$ cat src/rtl/ep_tx_pkg.sv
package ep_tx_pkg;
    typedef enum logic [1:0] {
        BK_EMPTY = 2'd0,
        BK_FILL  = 2'd1,
        BK_READY = 2'd2,
        BK_DRAIN = 2'd3
    } bank_st_t;
endpackage

$ cat src/rtl/ep_tx_bank.sv
module ep_tx_bank
    import ep_tx_pkg::*;
#(
    parameter int BANK_BYTES = 64,
    parameter int DATA_W     = 8,
    localparam int CW        = $clog2(BANK_BYTES + 1),
    localparam int AW        = $clog2(BANK_BYTES)
) (
    input  logic              clk,
    input  logic              rst_n,
    input  logic              wr_i,
    input  logic [DATA_W-1:0] wr_data_i,
    input  logic              arm_i,
    input  logic              rd_i,
    input  logic              ack_i,
    output logic [CW-1:0]     cnt_o,
    output logic [DATA_W-1:0] data_o,
    output logic              fillable_o,
    output logic              loaded_o,
    output logic              drained_o
);
    localparam logic [CW-1:0] LAST = CW'(BANK_BYTES - 1);

    bank_st_t          st, st_n;
    logic [CW-1:0]     cnt, cnt_n;
    logic [CW-1:0]     rptr, rptr_n;
    logic [DATA_W-1:0] mem [BANK_BYTES];

    // state register
    always_ff @(posedge clk) begin
        if (!rst_n) begin
            st   <= BK_EMPTY;
            cnt  <= '0;
            rptr <= '0;
        end else begin
            st   <= st_n;
            cnt  <= cnt_n;
            rptr <= rptr_n;
        end
    end

    // byte store, written at the fill count
    always_ff @(posedge clk) begin
        if (wr_i && fillable_o) begin
            mem[cnt[AW-1:0]] <= wr_data_i;
        end
    end

    // next-state logic
    always_comb begin
        st_n   = st;
        cnt_n  = cnt;
        rptr_n = rptr;
        unique case (st)
            BK_EMPTY, BK_FILL: begin
                if (wr_i) begin
                    cnt_n = cnt + CW'(1);
                end
                if (arm_i || (wr_i && cnt == LAST)) begin
                    st_n = BK_READY;
                end else if (wr_i) begin
                    st_n = BK_FILL;
                end
            end
            BK_READY, BK_DRAIN: begin
                if (rd_i && rptr != cnt) begin
                    rptr_n = rptr + CW'(1);
                    st_n   = BK_DRAIN;
                end else if (ack_i && rptr == cnt) begin
                    st_n   = BK_EMPTY;
                    cnt_n  = '0;
                    rptr_n = '0;
                end
            end
        endcase
    end

    // outputs
    always_comb begin
        fillable_o = (st == BK_EMPTY) || (st == BK_FILL);
        loaded_o   = (st == BK_READY) || (st == BK_DRAIN);
        drained_o  = (rptr == cnt);
        cnt_o      = cnt;
        data_o     = mem[rptr[AW-1:0]];
    end

    p_auto_commit_r3: assert property (@(posedge clk) disable iff (!rst_n)
        (fillable_o && wr_i && cnt == LAST) |=> (st == BK_READY && cnt == CW'(BANK_BYTES)))
        else $error("R3: bank not committed on last byte");

    p_short_hold_r4: assert property (@(posedge clk) disable iff (!rst_n)
        (st == BK_FILL && !wr_i && !arm_i) |=> (st == BK_FILL && $stable(cnt)))
        else $error("R4: short packet changed without arm");

    p_zero_len_r6: assert property (@(posedge clk) disable iff (!rst_n)
        (st == BK_EMPTY && arm_i && !wr_i) |=> (st == BK_READY && cnt == '0))
        else $error("R6: zero-length arm failed");

    p_release_r7: assert property (@(posedge clk) disable iff (!rst_n)
        (loaded_o && ack_i && drained_o) |=> (st == BK_EMPTY))
        else $error("R7: drained bank not released");

    p_early_ack_r11: assert property (@(posedge clk) disable iff (!rst_n)
        (loaded_o && ack_i && !drained_o) |=> loaded_o)
        else $error("R11: early acknowledge released bank");
endmodule

$ cat src/rtl/ep_tx_flags.sv
module ep_tx_flags (
    input  logic clk,
    input  logic rst_n,
    input  logic set_done_i,
    input  logic set_ovf_i,
    input  logic clr_i,
    input  logic irq_en_i,
    output logic done_o,
    output logic ovf_o,
    output logic irq_o
);
    logic done_q, ovf_q;

    always_ff @(posedge clk) begin
        if (!rst_n) begin
            done_q <= 1'b0;
            ovf_q  <= 1'b0;
        end else begin
            done_q <= set_done_i | (done_q & ~clr_i);
            ovf_q  <= set_ovf_i  | (ovf_q  & ~clr_i);
        end
    end

    always_comb begin
        done_o = done_q;
        ovf_o  = ovf_q;
        irq_o  = done_q & irq_en_i;
    end

    p_sticky_ovf_r8: assert property (@(posedge clk) disable iff (!rst_n)
        (ovf_q && !clr_i) |=> ovf_q)
        else $error("R8: overflow flag not sticky");

    p_clear_r9: assert property (@(posedge clk) disable iff (!rst_n)
        (clr_i && !set_done_i) |=> !done_q)
        else $error("R9: clear did not remove done flag");
endmodule

$ cat src/rtl/ep_tx_dbuf.sv
module ep_tx_dbuf #(
    parameter int BANK_BYTES = 64,
    parameter int DATA_W     = 8,
    localparam int CW        = $clog2(BANK_BYTES + 1),
    localparam int NBANK     = 2
) (
    input  logic              clk,
    input  logic              rst_n,
    input  logic              dma_en,
    input  logic              irq_en,
    output logic              dreq,
    input  logic              wr_valid,
    input  logic [DATA_W-1:0] wr_data,
    input  logic              pkt_arm,
    input  logic              flag_clr,
    output logic              pkt_rdy,
    output logic [CW-1:0]     pkt_len,
    input  logic              rd_en,
    output logic [DATA_W-1:0] rd_data,
    input  logic              pkt_ack,
    output logic              full,
    output logic              empty,
    output logic              tx_done,
    output logic              overflow,
    output logic              irq
);
    localparam logic [CW-1:0] LAST = CW'(BANK_BYTES - 1);

    logic              fill_sel, rd_sel;
    logic [CW-1:0]     b_cnt      [NBANK];
    logic [DATA_W-1:0] b_data     [NBANK];
    logic [NBANK-1:0]  b_fillable;
    logic [NBANK-1:0]  b_loaded;
    logic [NBANK-1:0]  b_drained;
    logic              fill_ok, commit_evt, rel_evt, drop_evt;

    always_comb begin
        fill_ok    = b_fillable[fill_sel];
        commit_evt = fill_ok && (pkt_arm || (wr_valid && b_cnt[fill_sel] == LAST));
        rel_evt    = b_loaded[rd_sel] && pkt_ack && b_drained[rd_sel];
        drop_evt   = wr_valid && !fill_ok;
    end

    // bank pointers
    always_ff @(posedge clk) begin
        if (!rst_n) begin
            fill_sel <= 1'b0;
            rd_sel   <= 1'b0;
        end else begin
            if (commit_evt) fill_sel <= ~fill_sel;
            if (rel_evt)    rd_sel   <= ~rd_sel;
        end
    end

    for (genvar b = 0; b < NBANK; b++) begin : g_bank
        logic sel_w, sel_r;
        assign sel_w = (fill_sel == 1'(b));
        assign sel_r = (rd_sel == 1'(b));
        ep_tx_bank #(
            .BANK_BYTES(BANK_BYTES),
            .DATA_W    (DATA_W)
        ) i_bank (
            .clk       (clk),
            .rst_n     (rst_n),
            .wr_i      (wr_valid && sel_w),
            .wr_data_i (wr_data),
            .arm_i     (pkt_arm && sel_w),
            .rd_i      (rd_en && sel_r),
            .ack_i     (pkt_ack && sel_r),
            .cnt_o     (b_cnt[b]),
            .data_o    (b_data[b]),
            .fillable_o(b_fillable[b]),
            .loaded_o  (b_loaded[b]),
            .drained_o (b_drained[b])
        );
    end

    ep_tx_flags i_flags (
        .clk       (clk),
        .rst_n     (rst_n),
        .set_done_i(rel_evt),
        .set_ovf_i (drop_evt),
        .clr_i     (flag_clr),
        .irq_en_i  (irq_en),
        .done_o    (tx_done),
        .ovf_o     (overflow),
        .irq_o     (irq)
    );

    always_comb begin
        dreq    = dma_en && fill_ok;
        full    = !fill_ok;
        empty   = (b_cnt[0] == '0) && (b_cnt[1] == '0) && (b_loaded == '0);
        pkt_rdy = b_loaded[rd_sel];
        pkt_len = b_cnt[rd_sel];
        rd_data = b_data[rd_sel];
    end

    p_reject_r8: assert property (@(posedge clk) disable iff (!rst_n)
        (wr_valid && full) |=> overflow)
        else $error("R8: dropped write did not flag overflow");

    p_refill_r5: assert property (@(posedge clk) disable iff (!rst_n)
        (commit_evt && b_cnt[!fill_sel] == '0 && !b_loaded[!fill_sel])
            |=> (dreq || !dma_en))
        else $error("R5: request not renewed for free bank");

    p_order_r7: assert property (@(posedge clk) disable iff (!rst_n)
        (rel_evt && b_loaded[!rd_sel]) |=> pkt_rdy)
        else $error("R7: second packet not offered after release");
endmodule

$ cat config.mk
export PLATFORM = sky130hd
export DESIGN_NAME = ep_tx_dbuf
export DESIGN_NICKNAME = d
export VERILOG_FILES = /design/src/rtl/ep_tx_pkg.sv /design/src/rtl/ep_tx_bank.sv /design/src/rtl/ep_tx_flags.sv /design/src/rtl/ep_tx_dbuf.sv
export SDC_FILE = /design/constraint.sdc
export NUM_CORES = 1
export LEC_CHECK = 0
export BUFFER_PORTS_ARGS = -buffer_cell sky130_fd_sc_hd__buf_2
export CAP_MARGIN = 20
export CORE_UTILIZATION = 55
export DETAILED_ROUTE_END_ITERATION = 7
export PLACE_DENSITY = 0.74
export SLEW_MARGIN = 20
export SYNTH_ARGS = -nofsm -noshare
export SYNTH_HDL_FRONTEND = slang
export SYNTH_SLANG_ARGS = --single-unit
export TNS_END_PERCENT = 10
$ cat constraint.sdc
create_clock -name clk -period 2.95 [get_ports clk]
set_input_delay 0.885 -clock clk [delete_from_list [all_inputs] [get_ports clk]]
set_output_delay 0.885 -clock clk [all_outputs]
set_load 0.01 [all_outputs]
# [Word level (Yosys, flattened, before mapping)]
# Memory sizes are Yosys's and may differ from the RTL's. A register that Yosys moved wholly into a read port is not among the register bits.
# Index checks and enable logic that the tools add are counted.
[totals] ram_bits=1024 inputBits=17 mem_count=2 word_cells=145 register_bits=36 output_inout_bits=22
[classes] reduce_logical=49 eq_ne=23 n_lt_le_gt_ge=4 bitwise_logic=10 add_sub_neg=4 n_mux=43
[mem_list] memory="g_bank[0].i_bank.mem" depth=64 width=8 rd=1 rd_ports_with_merged_regs=1 wr=1 line="ep_tx_bank.sv:27" source="logic [DATA_W-1:0] mem [BANK_BYTES];"
[mem_list] memory="g_bank[1].i_bank.mem" depth=64 width=8 rd=1 rd_ports_with_merged_regs=1 wr=1 line="ep_tx_bank.sv:27"
[ops] cell="2-to-1 mux 7 bit" count=14
[ops] cell="adder 7 x 1 -> 7 bit (second input constant)" count=4
[ops] cell="case mux 7 bit (2 select lines)" count=2
[ops] cell="logical AND 1 bit" count=24
[ops] cell="2-to-1 mux 6 bit" count=4
[ops] cell="2-to-1 mux 8 bit" count=3
[ops] cell="== test 7 x 6 -> 1 bit (second input constant)" count=3
[ops] cell="2-to-1 mux 2 bit" count=8
[ops] cell="== test 7 bit" count=2
[ops] cell="zero test 7 bit" count=2
[ops] cell="inequality test 7 bit" count=2
[ops] cell="inequality test 3 x 1 -> 1 bit (second input constant)" count=4
[ops] cell="2-to-1 mux 1 bit" count=10
[ops] cell="== test 2 bit (second input constant)" count=4
[ops] cell="inequality test 2 x 1 -> 1 bit (second input constant)" count=4
[ops] cell="case mux 2 bit (2 select lines)" count=2
[ops] cell="AND reduction 2 bit" count=4
[ops] cell="OR reduction 2 bit" count=4
[ops] cell="logical OR 1 bit" count=7
[ops] cell="zero test 2 bit" count=3
[ops] cell="AND reduction 3 bit" count=2
[ops] cell="== test 2 x 1 -> 1 bit (second input constant)" count=2
[ops] cell=">= comparator 2 bit (second input constant)" count=2
[ops] cell="< comparator 1 x 2 -> 1 bit (second input constant)" count=2
[ops] cell="7 further kinds" count=15

# [Depth between registers and ports, before layout]
[depth] ltp_word=8 mapped_depth=11 depth_no_buf=6

# [By module]
# Synthesis repeated with hierarchy kept, for this count alone.
[unflattened] hier_cells=2143 hier_area_um2=42457.0
[by_module_without_submodules] module="ep_tx_bank (g_bank[0].i_bank)" cells_each=1034 seq_area_each_um2=15795.1 area_per_inst_um2=21001.4 n_inst=1
[by_module_without_submodules] module="ep_tx_bank (g_bank[1].i_bank)" cells_each=1046 seq_area_each_um2=15795.1 area_per_inst_um2=20907.6 n_inst=1
[by_module_without_submodules] module="ep_tx_dbuf" cells_each=56 seq_area_each_um2=40.0 area_per_inst_um2=473.0 n_inst=1
[by_module_without_submodules] module="ep_tx_flags" cells_each=7 seq_area_each_um2=40.0 area_per_inst_um2=75.1 n_inst=1

# [Worst setup path before layout]
# Ideal clock, no wire load.
[synth_timing] kind="register -> output" from="register (tool-made name)" to="output port rd_data[0]" t_required_ns=2.065 path_slack_ns=0.007 arrival_ns=2.058 path_buffers=3 stages_incl_launch_ff=8 cell_sequence="dfxtp_1 > buf_2 > buf_6 > buf_4 > mux4_2 > mux4_2 > a22oi_1 > nand4_1"
[synth_lines] element="end, declared" line="ep_tx_dbuf.sv:19" source="output logic [DATA_W-1:0] rd_data,"

==> results.ini <==
[yosys]
synth_top_area_share_pct=72.6
syn-num-nets=2190
syn_avg_cell_area_um2=19.5
yosys_warnings=0
synth-edff-count=1024
synth_area_mm2=0.0424
syn_inst=2167
ys_top_cells_by_area=edfxtp_1, mux4_2, dfxtp_1, nor2_1, mux2i_1
ys.flop_type=edfxtp_1
ys_ff_latch=1070
yosysTopAreaCell=edfxtp_1
synth-seq-area-share_pct=74.8
synthArstFlopShare_pct=0
netlist-cell-type-count=60

[global_route]
grt_first_pass_wirelength_um=153000
grt_pass1_vias=23488
track_usage_pct=27.0
antenna_found_initial=3
overflow=0
grt_start_max_net_pins=129

[timing]
setup_violations=8
setup_slack_ns=-1.28
setup_tns_ns=-9.47
max_freq_mhz=236
slew_headroom_pct=42.5
final.min_clock_period_ns=4.23
tightest_slew_ns=0.841
fin_crit_sh_pct=143
slew_viol_final=0
hold_slack_ns=0.523
hold_violations=0
rsz0062_at_grt=yes
fin_worst_skew_ns=0.0197

[setup_path]
crit_type=flip-flop to output pin
crit_arrival_ns=3.35
cp-start-kind=flip-flop
cp.required_ns=2.07
reg2reg_depth=6
crit_fanout=6
cp-end-kind=output pin
cp_slowest_cell=mux4_2
crit_path_max_incr_delay_ns=0.54
cp_cell_sequence=buf_12 > buf_12 > mux4_2 > mux4_2 > mux2_4 > nand3_2 > nand4_1 > buf_2

[die]
initial_core_util_pct=55.7
std_cell_rows=101
fp.dieH_um=279
fp.dieW_um=279
core_mm2=0.0761
dieArea_mm2=0.0781
ioPinCount=39

[route]
routed_via_density=6.26
postRouteAntennaNets=0
dr.first_iter.drc_count=2796
drc=0
drt_first_pass_iters=6
drt-total-wl_um=103000
vias=23009
wire_per_inst_um=28.1

[place]
portBuffers=38
pre_cts_slack_ns=-0.621
dpl.hpwl_um=66900
post_dp_cell_area_mm2=0.0462
place_congestion=1.05

[min_path]
min_path_type=input pin to flip-flop
holdPathStages=3

[final_layout]
num-nets-final=2584
area_growth_pct=18.5
final_area_mm2=0.0502
diodes=0
drive_gt1_share_pct=33.2

[clock_tree]
cts_sinks=1070
cts_tree=built
clockRootBuffer=clkbuf_16
insertion_delay_ns=0.66
numCtsBuffers=102
hold_buffers=0
ctsLongestPathBuffers=3
h-tree-depth=3
path_clk_slew_ns=0.07

[run_status]
violations=setup timing
status=finished, violations left

[power_and_ir_drop]
ir_drop_mv=0.553
power_leakage_nw=16.0
power-per-cell-area_mw_per_mm2=609
finalPower_mw=30.6

[flow_run]
cap_violations=0

## flip-flops by register name (all words and copies together), names as in the netlist, named ones only
| name | flops |
|---|---|
| i_flags.ovf_o | 1 |
| g_bank.i_bank.rptr | 14 |
| g_bank.i_bank.st | 2 |
| fill_sel | 1 |
| g_bank.sel_r | 1 |
| g_bank.i_bank.cnt_o | 14 |
| g_bank.i_bank.mem | 1024 |
| i_flags.done_o | 1 |
## placed cells by master, fill, tap and decap left out, drive strengths merged, types with 13 or more instances in the layout
| cell type | count |
|---|---|
| nand4 | 13 |
| nand2 | 72 |
| clkinv | 38 |
| clkbuf | 131 |
| inv | 23 |
| o21ai | 47 |
| nor3 | 20 |
| a21oi | 27 |
| dfxtp | 46 |
| mux2i | 75 |
| a22oi | 15 |
| o221ai | 16 |
| nor2 | 201 |
| edfxtp | 1024 |
| mux4 | 254 |
| nand3b | 16 |
| buf | 407 |
| nand3 | 33 |
| mux2 | 16 |
## power breakdown
group	switching (mW)	leakage (nW)	internal, mW	total, mW
logic	0.614	4.83	0.347	0.961
clock network	5.57	1.60	7.35	12.9
registers	0.0328	9.58	16.7	16.7
## final timing paths
kind | from | to | slack (ns)
worst max-delay path | flip-flop | rd_data[2] | -1.28
worst min-delay path | wr_valid | i_flags.ovf_o$_SDFF_PN0_ | 0.52
worst max register to register | g_bank[1].i_bank.cnt_o[2]$_SDFFE_PN0P_ | flip-flop | 0.50
worst min register to register | g_bank[1].i_bank.rptr[1]$_SDFFE_PN0N_ | flip-flop | 0.59
## area by class of cell
| cell class | instances | area, um2 |
|---|---|---|
| flip-flops and latches | 1070 | 31700 |
| multi-input cells | 962 | 10200 |
| fillers | 4908 | 25900 |
| inverters | 17 | 63.8 |
| clock buffers | 131 | 2770 |
| clock inverters | 60 | 527 |
| repair buffers | 408 | 3650 |
| well taps | 1030 | 1290 |
## critical path: cells and delay by family, from the launching register on
kind                   cells  cell delay (ns)
muxes                      3             1.37
DFF                        1             0.43
buffers and inverters      3             0.53
and+or+nand+nor            2             0.35
## cells in the mapped netlist, types with 10 or more instances
cell type  count
a21oi_1       27
a22oi_1       15
a31oi_1       10
buf_1         14
buf_2         20
buf_4         13
buf_6         15
clkbuf_1      56
dfxtp_1       46
edfxtp_1    1024
inv_1         14
mux2_2        16
mux2i_1       75
mux4_2       254
nand2_1       72
nand3_1       33
nand3b_1      16
nand4_1       13
nor2_1       201
nor3_1        20
o21ai_0       46
o221ai_1      16
or3_1         12
xnor2_1       12
xor2_1        11
## metal layers
| metal | track usage (%) | share of wire (%) | up-vias |
|---|---|---|---|
| li1 | - | - | 9660 |
| met5 | 0 | 0 | - |
| met4 | 11.6 | 4.5 | 0 |
| met2 | 45.4 | 50 | 1188 |
| met3 | 4.53 | 7.9 | 261 |
| met1 | 35.2 | 37 | 11900 |
## per-stage QoR
stage | std cells | utilization (%)
after detailed placement | 3463 | 60.7
after CTS | 3677 | 65.9
after floorplan | 2167 | -
final | 3678 | 66.0
after global routing | 3678 | 66.0
after global placement | 3463 | 60.7
## kinds of logic after synthesis
kind of cell    synth area share (%)
flops                           74.8
simple gates                    4.42
mux                             15.7
compound gates                  2.81
buf+inv                         1.64
xor+xnor                       0.476
fa+ha+maj                      0.177
## repair_timing
| action | in CTS | in global routing |
|---|---|---|
| buffers inserted | 19 | 1 |
| pin swaps | 6 | 5 |
| endpoints found under the setup margin | 12 | 13 |
| gates resized for setup | 58 | 18 |
| cloned | 4 | 0 |
Note: power is estimated with default switching activity, not from simulation.
